--- config.mk ---
export PLATFORM = sky130hd
export DESIGN_NAME = lsu_core
export DESIGN_NICKNAME = d
export VERILOG_FILES = /design/src/rtl/lsu_pkg.sv /design/src/rtl/lsu_lane_align.sv /design/src/rtl/lsu_load_extend.sv /design/src/rtl/lsu_core.sv
export SDC_FILE = /design/constraint.sdc
export NUM_CORES = 1
export LEC_CHECK = 0
export CAP_MARGIN = 10
export CELL_PAD_IN_SITES_DETAIL_PLACEMENT = 1
export CELL_PAD_IN_SITES_GLOBAL_PLACEMENT = 2
export CORE_ASPECT_RATIO = 1.5
export CORE_UTILIZATION = 26
export DETAILED_ROUTE_END_ITERATION = 10
export GPL_ROUTABILITY_DRIVEN = 0
export PLACE_DENSITY_LB_ADDON = 0.1
export SYNTH_ARGS = -nofsm -noshare
export SYNTH_HDL_FRONTEND = slang
export SYNTH_SLANG_ARGS = --single-unit
--- constraint.sdc ---
create_clock -name clk -period 3.02 [get_ports clk]
set_clock_uncertainty 0.1 [all_clocks]
set_input_delay 0.302 -clock clk [delete_from_list [all_inputs] [get_ports clk]]
set_output_delay 0.302 -clock clk [all_outputs]
set_load 0.02 [all_outputs]
--- src/rtl/lsu_pkg.sv ---
package lsu_pkg;

    typedef enum logic [2:0] {
        OP_LOAD_SX = 3'd0,
        OP_LOAD_ZX = 3'd1,
        OP_STORE   = 3'd2,
        OP_PUSH    = 3'd3,
        OP_POP     = 3'd4,
        OP_COPY    = 3'd5
    } lsu_op_e;

    typedef enum logic [1:0] {
        ST_IDLE    = 2'd0,
        ST_ACCESS  = 2'd1,
        ST_CAPTURE = 2'd2,
        ST_FINISH  = 2'd3
    } lsu_state_e;

endpackage

--- src/rtl/lsu_lane_align.sv ---
module lsu_lane_align #(
    parameter int DW     = 32,
    parameter int LANE_W = 2
) (
    input  logic [LANE_W-1:0] lane,
    input  logic [1:0]        size_code,
    input  logic [DW-1:0]     data_in,
    output logic [DW/8-1:0]   byte_en,
    output logic [DW-1:0]     data_out
);
    localparam int NB = DW / 8;

    int first_byte;
    int byte_count;

    always_comb begin
        first_byte = int'(lane);
        byte_count = 1 << size_code;
        if (byte_count > NB) byte_count = NB;
        data_out = data_in << (first_byte * 8);
    end

    for (genvar b = 0; b < NB; b++) begin : g_be
        assign byte_en[b] = (b >= first_byte) && (b < first_byte + byte_count);
    end

endmodule

--- src/rtl/lsu_load_extend.sv ---
module lsu_load_extend #(
    parameter int DW     = 32,
    parameter int LANE_W = 2
) (
    input  logic [DW-1:0]     bus_word,
    input  logic [LANE_W-1:0] lane,
    input  logic [1:0]        size_code,
    input  logic              sign_fill,
    output logic [DW-1:0]     value
);
    logic [DW-1:0] shifted;
    logic          top_bit;
    int            item_bits;

    always_comb begin
        shifted   = bus_word >> (int'(lane) * 8);
        item_bits = 8 << size_code;
        if (item_bits > DW) item_bits = DW;
        top_bit   = shifted[item_bits-1];
        for (int i = 0; i < DW; i++) begin
            value[i] = (i < item_bits) ? shifted[i] : (sign_fill & top_bit);
        end
    end

endmodule

--- src/rtl/lsu_core.sv ---
module lsu_core
    import lsu_pkg::*;
#(
    parameter int DW = 32,
    parameter int AW = 16
) (
    input  logic            clk,
    input  logic            rst_n,
    input  logic            req_valid,
    input  logic [2:0]      req_op,
    input  logic [1:0]      req_size,
    input  logic [DW-1:0]   req_data,
    input  logic [AW-1:0]   req_addr,
    output logic [AW-1:0]   mem_addr,
    output logic            mem_en,
    output logic            mem_we,
    output logic [DW/8-1:0] mem_be,
    output logic [DW-1:0]   mem_wdata,
    input  logic [DW-1:0]   mem_rdata,
    output logic            busy,
    output logic            done,
    output logic            err,
    output logic [DW-1:0]   result,
    output logic [AW-1:0]   addr_next
);
    localparam int            NB        = DW / 8;
    localparam int            LANE_W    = $clog2(NB);
    localparam logic [1:0]    FULL_SIZE = 2'($clog2(NB));
    localparam logic [AW-1:0] STEP      = AW'(NB);

    lsu_state_e    state_q, state_d;
    lsu_op_e       op_q;
    logic [1:0]    size_q;
    logic [DW-1:0] data_q;
    logic [AW-1:0] addr_q;
    logic          err_q;
    logic [DW-1:0] result_q;
    logic [AW-1:0] next_q;

    logic          accept;
    logic          bad_req;
    logic          is_copy;
    logic          whole_reg;
    logic [1:0]    eff_size;
    logic          writes;
    logic          reads;
    logic [DW/8-1:0] lane_be;
    logic [DW-1:0] lane_wdata;
    logic [DW-1:0] load_value;

    assign accept    = (state_q == ST_IDLE) && req_valid;
    assign whole_reg = (req_op == OP_PUSH) || (req_op == OP_POP);
    assign is_copy   = (req_op == OP_COPY);
    assign bad_req   = (req_op > OP_COPY) ||
                       (!whole_reg && !is_copy && (int'(req_size) > int'(FULL_SIZE)));
    assign eff_size  = whole_reg ? FULL_SIZE : req_size;
    assign writes    = (op_q == OP_STORE) || (op_q == OP_PUSH);
    assign reads     = (op_q == OP_LOAD_SX) || (op_q == OP_LOAD_ZX) || (op_q == OP_POP);

    lsu_lane_align #(.DW(DW), .LANE_W(LANE_W)) i_align (
        .lane      (addr_q[LANE_W-1:0]),
        .size_code (size_q),
        .data_in   (data_q),
        .byte_en   (lane_be),
        .data_out  (lane_wdata)
    );

    lsu_load_extend #(.DW(DW), .LANE_W(LANE_W)) i_extend (
        .bus_word  (mem_rdata),
        .lane      (addr_q[LANE_W-1:0]),
        .size_code (size_q),
        .sign_fill (op_q == OP_LOAD_SX),
        .value     (load_value)
    );

    // next-state decision
    always_comb begin
        state_d = state_q;
        unique case (state_q)
            ST_IDLE: begin
                if (accept) state_d = (bad_req || is_copy) ? ST_FINISH : ST_ACCESS;
            end
            ST_ACCESS:  state_d = reads ? ST_CAPTURE : ST_FINISH;
            ST_CAPTURE: state_d = ST_FINISH;
            ST_FINISH:  state_d = ST_IDLE;
        endcase
    end

    // state register
    always_ff @(posedge clk) begin
        if (!rst_n) state_q <= ST_IDLE;
        else        state_q <= state_d;
    end

    // request capture and result registers
    always_ff @(posedge clk) begin
        if (!rst_n) begin
            op_q     <= OP_LOAD_SX;
            size_q   <= '0;
            data_q   <= '0;
            addr_q   <= '0;
            err_q    <= 1'b0;
            result_q <= '0;
            next_q   <= '0;
        end else begin
            if (accept) begin
                op_q   <= lsu_op_e'(req_op);
                size_q <= eff_size;
                data_q <= req_data;
                addr_q <= req_addr;
                err_q  <= bad_req;
                if (is_copy) result_q <= req_data;
                if (!bad_req && req_op == OP_PUSH)     next_q <= req_addr + STEP;
                else if (!bad_req && req_op == OP_POP) next_q <= req_addr - STEP;
                else                                   next_q <= req_addr;
            end
            if (state_q == ST_CAPTURE) result_q <= load_value;
        end
    end

    // outputs decoded from state
    always_comb begin
        busy      = 1'b0;
        done      = 1'b0;
        err       = 1'b0;
        mem_en    = 1'b0;
        mem_we    = 1'b0;
        mem_be    = '0;
        unique case (state_q)
            ST_IDLE: ;
            ST_ACCESS: begin
                busy   = 1'b1;
                mem_en = 1'b1;
                mem_we = writes;
                mem_be = lane_be;
            end
            ST_CAPTURE: busy = 1'b1;
            ST_FINISH: begin
                busy = 1'b1;
                done = 1'b1;
                err  = err_q;
            end
        endcase
        mem_addr  = addr_q;
        mem_wdata = lane_wdata;
        result    = result_q;
        addr_next = next_q;
    end

endmodule

# Word level (Yosys, flattened, before mapping)

Cells that the tools add are included.

Bitwise gates (word level): 1
Reduce and logical (&&, ||, !) cells: 24
Order comparisons: 45
Muxes and demuxes: 53
Eq/ne operators: 11
Add/subtract/negate cells: 4
Shifts and indexed selects: 4

Operators with widths:

| operator                                            | count |
|---|---|
| < comparator 6 x 32 -> 1 bit, first input constant  | 16 |
| < comparator 5 x 32 -> 1 bit, first input constant  | 8 |
| two-way mux 32 bit                                  | 5 |
| < comparator 3 x 32 -> 1 bit, first input constant  | 4 |
| < comparator 4 x 32 -> 1 bit, first input constant  | 4 |
| < comparator 1 x 32 -> 1 bit, first input constant  | 2 |
| < comparator 2 x 32 -> 1 bit, first input constant  | 2 |
| two-way mux 1 bit                                   | 40 |
| adder 3 x 32 -> 32 bit                              | 1 |
| > comparator 32 x 4 -> 1 bit, second input constant | 1 |
| > comparator 32 x 7 -> 1 bit, second input constant | 1 |
| < comparator 32 x 7 -> 1 bit, second input constant | 1 |
| two-way mux 16 bit                                  | 2 |
| left shift 1 x 2 -> 32 bit, first input constant    | 1 |
| left shift 32 x 5 -> 32 bit                         | 1 |
| left shift 4 x 2 -> 32 bit, first input constant    | 1 |
| right shift 32 x 5 -> 32 bit                        | 1 |
| subtractor 32 x 2 -> 32 bit, second input constant  | 1 |
| adder 16 x 3 -> 16 bit, second input constant       | 1 |
| subtractor 16 x 3 -> 16 bit, second input constant  | 1 |
| == test 3 x 2 -> 1 bit, second input constant       | 3 |
| == test 3 bit, second input constant                | 3 |
| logical AND 1 bit                                   | 9 |
| one-hot mux 2 bit (4 select lines)                  | 1 |
| other kinds (19)                                    | 32 |

Word-level logic and storage cells: 150
Output and inout bits: 105
Input port bits: 88
Register bits: 104

# Depth between registers and ports, before layout

Gate-level depths: netlist (run 1).

Depth in word-level cells: 10
Depth in mapped cells: 10
Gate-level depth less buffers: 8

# Cells and area by module

Synthesis (run 1) repeated with hierarchy kept, for this count alone.

Cell total of the unflattened synthesis: 766
Area total of the unflattened synthesis: 6,197.2 um2

By module, submodules not included:

| module          | area each (um2) | seq. area each (um2) | cells each | times used |
|---|---|---|---|---|
| lsu_core        | 4,669.5         | 2,042.0              | 547        | 1 |
| lsu_load_extend | 808.3           | 0.0                  | 121        | 1 |
| lsu_lane_align  | 719.4           | 0.0                  | 98         | 1 |

# Worst setup path before layout (run 1)

Ideal clock, no wire load.

Kind: reg-to-output
Start point: register size_q[1]
End point: output port mem_be[2]
Setup slack: 200 ps
Arrival time: 2,418 ps
Path buffers: 2
Required time: 2,618 ps
Cell stages (with the launch flop): 10
Cells stage by stage: dfxtp_1 or2_2 clkbuf_1 clkbuf_1 inv_1 ha_1 inv_1 fa_1 nand2b_1 a221oi_1

Word-level cells in the longest chain between the ends: 7

Ends and longest elaborated chain:

| item                             | RTL line             | RTL |
|---|---|---|
| start, declared                  | lsu_core.sv:33       | `logic [1:0] size_q;` |
| start signal, assigned           | lsu_core.sv:108      | `size_q <= eff_size;` |
| left shift 1 x 2 -> 32 bit (*)   | lsu_lane_align.sv:18 | `byte_count = 1 << size_code;` |
| > comparator 32 x 4 -> 1 bit     | lsu_lane_align.sv:19 | `if (byte_count > NB) byte_count = NB;` |
| two-way mux 32 bit (*)           | lsu_lane_align.sv:19 |  |
| adder 3 x 32 -> 32 bit (*)       | lsu_lane_align.sv:24 | `assign byte_en[b] = (b >= first_byte) && (b < first_byte + byte_count);` |
| < comparator 3 x 32 -> 1 bit (*) | lsu_lane_align.sv:24 |  |
| logical AND 1 bit (*)            | lsu_lane_align.sv:24 |  |
| two-way mux 4 bit (*)            | lsu_core.sv:129      | `unique case (state_q)` |
| end, declared                    | lsu_core.sv:17       | `output logic [DW/8-1:0] mem_be,` |

Mark *: on every way between the ends. The rest lies on a longest branch, timed or not.

# Worst setup path in the final report (run 1)

Start point: register size_q[0]
End point: output port mem_be[3]

The elaborated chain is that of the path after synthesis.

==> results of run 1 <==
## final timing paths
path | start | end | slack (ns) | cells after the start
setup reg to reg | mem_addr[1]$_SDFFE_PN0P_ | result[20]$_SDFFE_PN0P_ | 0.53 | 7
hold / removal | data_q[30]$_SDFFE_PN0P_ | data_q[30]$_SDFFE_PN0P_ | 0.36 | 2
hold reg to reg | data_q[30]$_SDFFE_PN0P_ | data_q[30]$_SDFFE_PN0P_ | 0.36 | 2
setup / recovery | size_q[0]$_SDFFE_PN0P_ | mem_be[3] | 0.16 | 9
## routing by layer
metal | vias up | GRT usage [%] | wire length [um]
met5 | - | 0 | 0
met4 | 0 | 5.144 | 257
met3 | 17 | 2.967 | 867
met2 | 138 | 42.61 | 14030
met1 | 2816 | 21.65 | 9491
li1 | 2915 | - | -
## power by group
part | internal, mW | leakage (nW) | switching, mW
Sequential | 1.71 | 0.838 | 0.253
Clock | 0.614 | 0.141 | 0.552
Combinational | 1.45 | 2.07 | 1.97
## registers in the layout, indices dropped and copies added, names as in the netlist
register,count
err_q,1
mem_addr,16
size_q,2
result,32
data_q,32
state_q,2
addr_next,14
op_q,3
## final cells by class
class                      count  area (um2)  area share (%)
sequential                   102        2044           24.23
clock buffer                  13       260.3           3.084
tap                          276       345.3           4.092
clock inverter                 3       26.28          0.3113
multi-input combinational    565        3586           42.49
timing repair buffer         215        2117           25.09
inverter                      16       60.06          0.7116
## stage by stage
stage	hold WS (ns)	instance area (um2)	power [mW]	setup slack, ns
final	0.3610	8439	6.547	0.1624
after global routing	0.3918	8439	6.977	0.01648
after CTS	0.3651	8441	6.664	0.009825
after detailed placement	0.3548	8157	5.473	0.1399
after global placement	0.3518	8157	5.414	0.1397
after floorplan	0.3389	5979	3.864	0.1998
## synth_stat cells, types with 2 or more instances
library cell	n
buf_2	13
dfxtp_1	102
nor2b_1	17
and3_1	2
nand4b_1	2
xnor2_1	2
nor3_1	7
inv_1	15
mux2_2	33
nor4_1	3
or3_1	2
o22ai_1	3
nand3_1	15
a221oi_1	2
o211ai_1	2
a21boi_0	55
and2_1	14
nor3b_1	3
nor2_1	30
o21ai_0	59
buf_4	6
nand4_1	3
xor2_1	11
nand2_1	148
or2_2	4
a31oi_1	17
a21oi_1	35
mux2i_1	43
o311a_1	7
o221ai_1	3
clkbuf_1	42
buf_1	6
a211oi_1	9
ha_1	10
o21ai_1	2
## cell families (layout without fill, tap and decap cells)
logic type / Yosys count / count (layout)
and+or+nand+nor: 258 / 258
DFF: 102 / 102
buffers and inverters: 84 / 247
muxes: 76 / 76
AOI/OAI and AO/OA: 207 / 207
xor gates and xnor gates: 13 / 13
adders and majority gates: 11 / 11
## critical path, stage by stage, from the launching register on
cell	delay, ns
dfxtp_1	0.31
or2_2	0.30
inv_1	0.06
ha_1	0.17
inv_1	0.06
fa_1	0.39
a2111oi_2	0.30
a21o_1	0.18
nor2_1	0.05
clkdlybuf4s15_1	0.29
==> impl_metrics.json, run 1 <==
{
  "synth_compound_area_share_pct": 22.18,
  "synth_edf_count": 0,
  "status": "complete, no violations",
  "critPathArrivalTime_ns": 2.46,
  "async_reset_ff_share_pct": 0,
  "fillers": 2662,
  "placementRows": 67,
  "cp-start-kind": "flip-flop",
  "area_growth_pct": 41.14,
  "drive_gt1_share_pct": 9.519,
  "layout_commonest_cell": "clkdlybuf4s50_1",
  "nNetsFinal": 1008,
  "drc": 0,
  "netlist_top_cells_area": "dfxtp_1 34%, nand2_1 9.3%, mux2i_1 7.2%, a21boi_0 6.9%, mux2_2 6.2%",
  "cp-end-kind": "output port",
  "io_pins": 193,
  "slew_viol_final": 0,
  "finalHoldViolations": 0,
  "max-cap-violations": 0,
  "dp_cells": 1174,
  "synth_ff_type": "dfxtp_1",
  "hold_buffers": 0,
  "track_usage_pct": 20.84,
  "cts_num_sinks": 102,
  "synth_xor_xnor_area_share_pct": 1.904,
  "synth_fp_nets": 850,
  "ys_warn_count": 0,
  "dp_hpwl_um": 18440,
  "antenna_left": 0,
  "synthSimpleGateAreaFrac_pct": 19.88,
  "syn_area_um2": 5979,
  "viasPerCell": 4.946,
  "fmax_mhz": 349.9,
  "yosys_register_bits": 102,
  "crit_fanout": 3,
  "dr_total_vias": 5886,
  "clk_latency_ns": 0.35,
  "cts_root_buffer": "clkbuf_16",
  "dr.pass1.iters": 4,
  "synth_top_area_cell": "dfxtp_1",
  "tns_ns": 0,
  "io_buffers": 192,
  "synth_mux_area_share_pct": 13.41,
  "totalWireLength_um": 24650,
  "final_util_pct": 37.56,
  "ctsResizeCount": 4,
  "instances_no_fill": 1190,
  "synth_cell_type_count": 59,
  "critPathKind": "flip-flop to output port",
  "initial_core_util_pct": 26.62,
  "grt_max_degree": 104,
  "die_area_um2": 23620,
  "clk_path_buf_depth": 2,
  "worstMarginPinSlew_ns": 1.030,
  "syn_inst": 751,
  "worstPathRequired_ns": 2.62,
  "drt_iter0_drc": 259,
  "rsz0062_at_grt": "no",
  "synthAdderAreaFrac_pct": 2.427,
  "antenna_found_initial": 0,
  "htree_levels": 3,
  "leakagePower_nw": 3.049,
  "worst_hold_path_type": "flip-flop to flip-flop",
  "synth_top_family_by_area": "compound AO/OA/AOI/OAI gates",
  "syn_avg_cell_area_um2": 7.962,
  "core_area_um2": 22470,
  "yosysSeqAreaShare_pct": 34.15,
  "grt_pass1_vias": 6329,
  "grt_pass1_wl_um": 37360,
  "final.min_clock_period_ns": 2.858,
  "yosysTopAreaCellShare_pct": 34.15,
  "ir_drop_uv": 344.0,
  "cts_buffers": 9,
  "setup_viol": 0,
  "n_antenna_cell": 0,
  "die_y_um": 187.7,
  "dieWidth_um": 125.8,
  "grt_overflow": 0,
  "wl_per_cell_um": 20.71,
  "final_cell_mix": "188 x clkdlybuf4s50_1, 147 x nand2_1, 100 x dfxtp_1",
  "cts_setup_buffers": 0,
  "min_period_over_period_pct": 94.62,
  "slew_headroom_pct": 31.07,
  "cts_tree": "yes",
  "cts.clk_slew.worst_paths_ns": 0.07,
  "power_density_nw_per_um2": 775.8
}
Note: power is estimated with default switching activity, not from simulation.
==> run 2: changes to the inputs <==
ABC_AREA = 1   (was unset)
CORE_UTILIZATION = 24   (was 26)
REMOVE_ABC_BUFFERS = 1   (was unset)
==> impl_metrics.json, run 2 <==
{
  "ys_top_cells_by_count": "172 x nand2_1, 120 x o21ai_0, 118 x nor2_1",
  "layout_commonest_cell": "clkdlybuf4s50_1",
  "syn_inst": 901,
  "nNetsFinal": 1165,
  "cts.clk_slew.worst_paths_ns": 0.07,
  "final.min_clock_period_ns": 2.876,
  "grt_pass1_wl_um": 38830,
  "drive_gt1_share_pct": 10.74,
  "post-synth-top-count-cell": "nand2_1",
  "cts_num_sinks": 102,
  "post-place-ws_ns": 0.2054,
  "r2r-end": "result[15]$_SDFFE_PN0P_",
  "die_area_um2": 25540,
  "cts_setup_buffers": 0,
  "finalHoldViolations": 0,
  "cts_buffers": 9,
  "drc": 0,
  "fmax_mhz": 347.7,
  "critPathArrivalTime_ns": 2.47,
  "dieWidth_um": 130.8,
  "track_usage_pct": 20.27,
  "antenna_found_initial": 0,
  "slew_viol_final": 0,
  "crit_chain": "buf_4 -> inv_2 -> nor2_4 -> buf_12 -> a22oi_1 -> o21ai_0 -> clkdlybuf4s50_1",
  "area_growth_pct": 43.23,
  "dp_hpwl_um": 17980,
  "ir_drop_uv": 313.2,
  "worstSetupEndpoint": "mem_wdata[30]",
  "yosysTopAreaCellShare_pct": 34.18,
  "grt_pass1_vias": 6915,
  "slew_headroom_pct": 50.27,
  "cts_root_buffer": "clkbuf_16",
  "io_pins": 193,
  "min_period_over_period_pct": 95.24,
  "final_util_pct": 35.02,
  "synth_edf_count": 0,
  "instances_no_fill": 1395,
  "cts_tree": "yes",
  "crit_fanout": 26,
  "power_density_nw_per_um2": 942.4,
  "io_buffers": 192,
  "initial_core_util_pct": 24.45,
  "syn_avg_cell_area_um2": 6.631,
  "worstPathRequired_ns": 2.62,
  "netlist_top_cells_area": "dfxtp_1 34%, nand2_1 11%, o21ai_0 10%, nor2_1 7.4%, a21oi_1 4.8%",
  "drt_iter0_drc": 182,
  "n_antenna_cell": 0,
  "reg2regPathDepth": 10,
  "hold_start": "rst_n",
  "viasPerCell": 4.718,
  "placementRows": 70,
  "final_cell_mix": "188 x clkdlybuf4s50_1, 171 x nand2_1, 120 x o21ai_0",
  "fin_ws_ns": 0.1436,
  "rrSetupSlack_ns": 0.78,
  "hold_buffers": 0,
  "critPathKind": "flip-flop to output port",
  "totalWireLength_um": 25180,
  "max-cap-violations": 0,
  "cp_slowest_cell": "clkdlybuf4s50_1",
  "yosysSeqAreaShare_pct": 34.18,
  "status": "complete, no violations",
  "grt_max_degree": 82,
  "r2r_start": "mem_addr[0]$_SDFFE_PN0P_",
  "htree_levels": 3,
  "syn_area_um2": 5974,
  "cp-start-kind": "flip-flop",
  "worst_hold_path_type": "primary input to flip-flop",
  "leakagePower_nw": 3.537,
  "dr_total_vias": 6581,
  "ctsResizeCount": 4,
  "startpoint": "mem_addr[0]$_SDFFE_PN0P_",
  "setup_viol": 0,
  "core_area_um2": 24440,
  "rsz0062_at_grt": "no",
  "dp_cells": 1379,
  "clk_latency_ns": 0.36,
  "holdPathStages": 4,
  "cp-end-kind": "output port",
  "worstMarginPinSlew_ns": 0.7460,
  "dr.pass1.iters": 4,
  "async_reset_ff_share_pct": 0,
  "worst_path_largest_cell_delay_ns": 0.68,
  "antenna_left": 0,
  "grt_overflow": 0,
  "clk_path_buf_depth": 2,
  "die_y_um": 195.2,
  "synth_cell_type_count": 40,
  "yosys_register_bits": 102,
  "synth_top_area_cell": "dfxtp_1",
  "synth_ff_type": "dfxtp_1",
  "wl_per_cell_um": 18.05,
  "ys_warn_count": 0
}
run 2: metal layers:
metal	global-route usage [%]	share of wire, %
met1	23.38	42
met3	4.712	5.3
met2	37.17	52
met5	0	0
met4	4.129	1.1
run 2: how the worst min path moves through the flow:
stage                                             to
after global placement       data_q[18]$_SDFFE_PN0P_
after detailed placement     data_q[22]$_SDFFE_PN0P_
after CTS                  addr_next[9]$_SDFFE_PN0P_
after floorplan           addr_next[10]$_SDFFE_PN0P_
after global routing          result[7]$_SDFFE_PN0P_
final                         result[7]$_SDFFE_PN0P_
run 2: power breakdown:
| part | switching, mW | internal, mW | total (mW) |
|---|---|---|---|
| sequential | 0.248 | 1.77 | 2.02 |
| clock | 0.558 | 0.795 | 1.35 |
| combinational | 2.90 | 1.79 | 4.69 |
run 2: final cells by class:
cell class	instances	area, um2
fill	2982	15880
multi-input combinational	657	3344
timing repair buffer	214	2112
sequential	102	2046
tap	324	405.4
inverter	82	314.1
clock buffer	13	270.3
clock inverter	3	65.06
run 2: cell families (layout without fill, tap and decap cells):
group	Yosys count	count (layout)	share of synthesized area, %
and+or+nand+nor	397	397	29.32
AOI/OAI and AO/OA	247	247	23.83
buffers and inverters	142	312	9.927
DFF	102	102	34.18
adders and majority gates	11	11	2.429
xor gates and xnor gates	1	1	0.1466
muxes	1	1	0.1675
run 2: critical path: cells and delay by family, from the launching register on:
kind	cells	cell delay, ns
buf+inv	4	1.25
compound gates	2	0.25
flops	1	0.34
simple gates	1	0.26
run 2: metrics by stage:
stage / instance area, um2 / hold WS (ns) / setup TNS [ns] / power, mW
after detailed placement: 8228 / 0.3752 / 0 / 6.832
after floorplan: 5695 / 0.2996 / -21.61 / 4.592
after CTS: 8561 / 0.3516 / 0 / 8.226
after global placement: 8228 / 0.3701 / 0 / 6.811
final: 8557 / 0.3540 / 0 / 8.064
after global routing: 8557 / 0.3666 / 0 / 8.675
==> run 3: changes to the inputs <==
CORE_ASPECT_RATIO = unset   (was 1.5)
SYNTH_HIERARCHICAL = 1   (was unset)
==> impl_metrics.json, run 3 <==
{
  "n_antenna_cell": 0,
  "p_int_mw": 4.012,
  "hold_start": "mem_addr[7]$_SDFFE_PN0P_",
  "cp_slowest_cell": "clkdlybuf4s50_1",
  "dr.pass1.iters": 4,
  "ys_top_cells_by_count": "278 x nand2_1, 164 x nor2_1, 102 x dfxtp_1",
  "rrSetupSlack_ns": 0.65,
  "finalHoldViolations": 0,
  "synth_mux_area_share_pct": 0,
  "nNetsFinal": 1246,
  "min_period_over_period_pct": 94.63,
  "cts_buffers": 9,
  "crit_chain": "buf_12 -> inv_6 -> nor2_2 -> nand2_1 -> nand3_1 -> clkdlybuf4s50_1",
  "grt_max_degree": 72,
  "cp-end-kind": "output port",
  "whs_endpoint": "mem_addr[7]$_SDFFE_PN0P_",
  "worstMarginPinSlew_ns": 0.8744,
  "r2r_start": "size_q[1]$_SDFFE_PN0P_",
  "syn_area_um2": 6190,
  "critPathKind": "flip-flop to output port",
  "final.min_clock_period_ns": 2.858,
  "r2r-end": "result[25]$_SDFFE_PN0P_",
  "worst_hold_path_type": "flip-flop to flip-flop",
  "setup_viol": 0,
  "hold_buffers": 0,
  "rsz0062_at_grt": "no",
  "critPathArrivalTime_ns": 2.46,
  "crit_buf_inv": 3,
  "grt_pass1_vias": 6553,
  "worst_path_largest_cell_delay_ns": 0.62,
  "htree_levels": 3,
  "placementRows": 58,
  "synth_compound_area_share_pct": 15.63,
  "cts.clk_slew.worst_paths_ns": 0.08,
  "status": "complete, no violations",
  "cp-start-kind": "flip-flop",
  "ir_drop_uv": 309.5,
  "post-synth-top-count-cell": "nand2_1",
  "grt_overflow": 0,
  "holdPathStages": 2,
  "drive_gt1_share_pct": 6.337,
  "synthAdderAreaFrac_pct": 2.345,
  "drc": 0,
  "timing.hold.ws_ns": 0.3719,
  "syn_avg_cell_area_um2": 6.271,
  "yosysSeqAreaShare_pct": 32.99,
  "netlist_top_cells_area": "dfxtp_1 33%, nand2_1 17%, nor2_1 9.9%, o21ai_0 6.7%, nand3_1 5.9%",
  "async_reset_ff_share_pct": 0,
  "clk_latency_ns": 0.36,
  "io_buffers": 192,
  "clockPowerShare_pct": 15.9,
  "synth_edf_count": 0,
  "yosys_register_bits": 102,
  "path_delay_family": "buffers and inverters",
  "layout_commonest_cell": "nand2_1",
  "synthSimpleGateAreaFrac_pct": 38.67,
  "drt_iter0_drc": 292,
  "track_usage_pct": 19.10,
  "cts_tree": "yes",
  "synth_top_area_cell": "dfxtp_1",
  "final_cell_mix": "277 x nand2_1, 188 x clkdlybuf4s50_1, 164 x nor2_1",
  "ys_warn_count": 6,
  "totalWireLength_um": 25190,
  "cts_num_sinks": 102,
  "io_pins": 193,
  "fillers": 3209,
  "post-place-ws_ns": 0.4184,
  "leakagePower_nw": 3.687,
  "yosysTopAreaCellShare_pct": 32.99,
  "synth_top_family_by_area": "simple AND/OR/NAND/NOR gates",
  "synth_xor_xnor_area_share_pct": 0,
  "reg2regPathDepth": 12,
  "ctsResizeCount": 0,
  "slew_headroom_pct": 41.64,
  "slew_viol_final": 0,
  "switchingPower_mw": 3.520,
  "crit_fanout": 63,
  "grt_pass1_wl_um": 38580,
  "wl_per_cell_um": 17.00,
  "syn_inst": 987,
  "power_density_nw_per_um2": 868.9,
  "clk_path_buf_depth": 2,
  "tns_ns": 0,
  "p_seq_share_pct": 26.9,
  "dp_hpwl_um": 19150,
  "antenna_found_initial": 1,
  "fin_ws_ns": 0.1622,
  "area_growth_pct": 40.06,
  "worstPathRequired_ns": 2.62,
  "core_area_um2": 25250,
  "fmax_mhz": 349.9,
  "die_area_um2": 26440,
  "pwr-share-comb_pct": 57.2,
  "antenna_left": 0,
  "initial_core_util_pct": 24.51,
  "synth_ff_type": "dfxtp_1",
  "cts_setup_buffers": 0,
  "dr_total_vias": 6738,
  "cts_root_buffer": "clkbuf_16",
  "viasPerCell": 4.547,
  "dieWidth_um": 162.6,
  "die_y_um": 162.6,
  "max-cap-violations": 0,
  "p_sw_share_pct": 46.73,
  "synth_cell_type_count": 41
}
[run 3: per-stage QoR]
stage | cell area [um2] | std cells | total power [mW] | utilization, %
3_3_place_gp | 8368 | 1466 | 6.417 | 33.14
6_report | 8670 | 1482 | 7.533 | 34.33
3_5_place_dp | 8368 | 1466 | 6.439 | 33.14
5_1_grt | 8670 | 1482 | 8.140 | 34.33
4_1_cts | 8660 | 1482 | 7.685 | 34.29
2_1_floorplan | 5872 | 929 | 4.507 | -
[run 3: worst max path at each step]
| stage | cells past startpoint | from | endpoint | slack, ns |
|---|---|---|---|---|
| floorplan | 8 | state_q[0]$_SDFFE_PN0P_ | addr_next[5]$_SDFFE_PN0P_ | -0.91 |
| global placement | 10 | size_q[0]$_SDFFE_PN0P_ | mem_be[2] | 0.49 |
| detailed placement | 10 | size_q[0]$_SDFFE_PN0P_ | mem_be[2] | 0.42 |
| CTS | 10 | size_q[0]$_SDFFE_PN0P_ | mem_be[2] | 0.02 |
| global route | 6 | mem_addr[0]$_SDFFE_PN0P_ | mem_wdata[16] | 0.0003 |
| finish | 6 | mem_addr[0]$_SDFFE_PN0P_ | mem_wdata[16] | 0.16 |
[run 3: layout make-up]
| type | count | area, um2 | area share (%) |
|---|---|---|---|
| Inverter | 85 | 324.1 | 3.738 |
| Sequential cell | 102 | 2046 | 23.60 |
| Multi-Input combinational cell | 742 | 3508 | 40.47 |
| Tap cell | 330 | 412.9 | 4.763 |
| Clock buffer | 9 | 225.2 | 2.598 |
| Clock inverter | 7 | 66.31 | 0.7649 |
| Timing Repair Buffer | 207 | 2087 | 24.07 |
[run 3: kinds of logic after synthesis]
family                   after synthesis
AND/OR/NAND/NOR                      558
flip-flops                           102
adder cells (fa/ha/maj)               11
AO/OA/AOI/OAI                        173
buffers and inverters                143
[run 3: power groups by stage]
stage               registers, mW  logic, mW  clock network (mW)
finish                       2.03       4.31                1.20
global placement             2.05       4.36                   0
detailed placement           2.06       4.38                   0
global route                 2.08       4.76                1.30
floorplan                    2.35       2.16                   0
CTS                          2.03       4.40                1.26
[run 3: worst register-to-register path, stage by stage (launching register included)]
cell     delay (ns)
dfxtp_2        0.35
buf_4          0.15
inv_2          0.10
nand2_2        0.20
ha_1           0.38
inv_1          0.05
nand2_1        0.07
nor2_2         0.05
nor2_4         0.11
nand3_4        0.33
nand2_1        0.16
nand2_1        0.06
a31oi_1        0.18
[run 3: metal layers]
| layer | wire length, um | vias up | track usage, % | part of all wire (%) |
|---|---|---|---|---|
| li1 | - | 3493 | - | - |
| met1 | 12850 | 3087 | 27.51 | 51 |
| met4 | 182 | 2 | 4.206 | 0.72 |
| met5 | 11 | - | 0 | 0.044 |
| met3 | 1137 | 13 | 2.725 | 4.5 |
| met2 | 11010 | 143 | 29.91 | 44 |
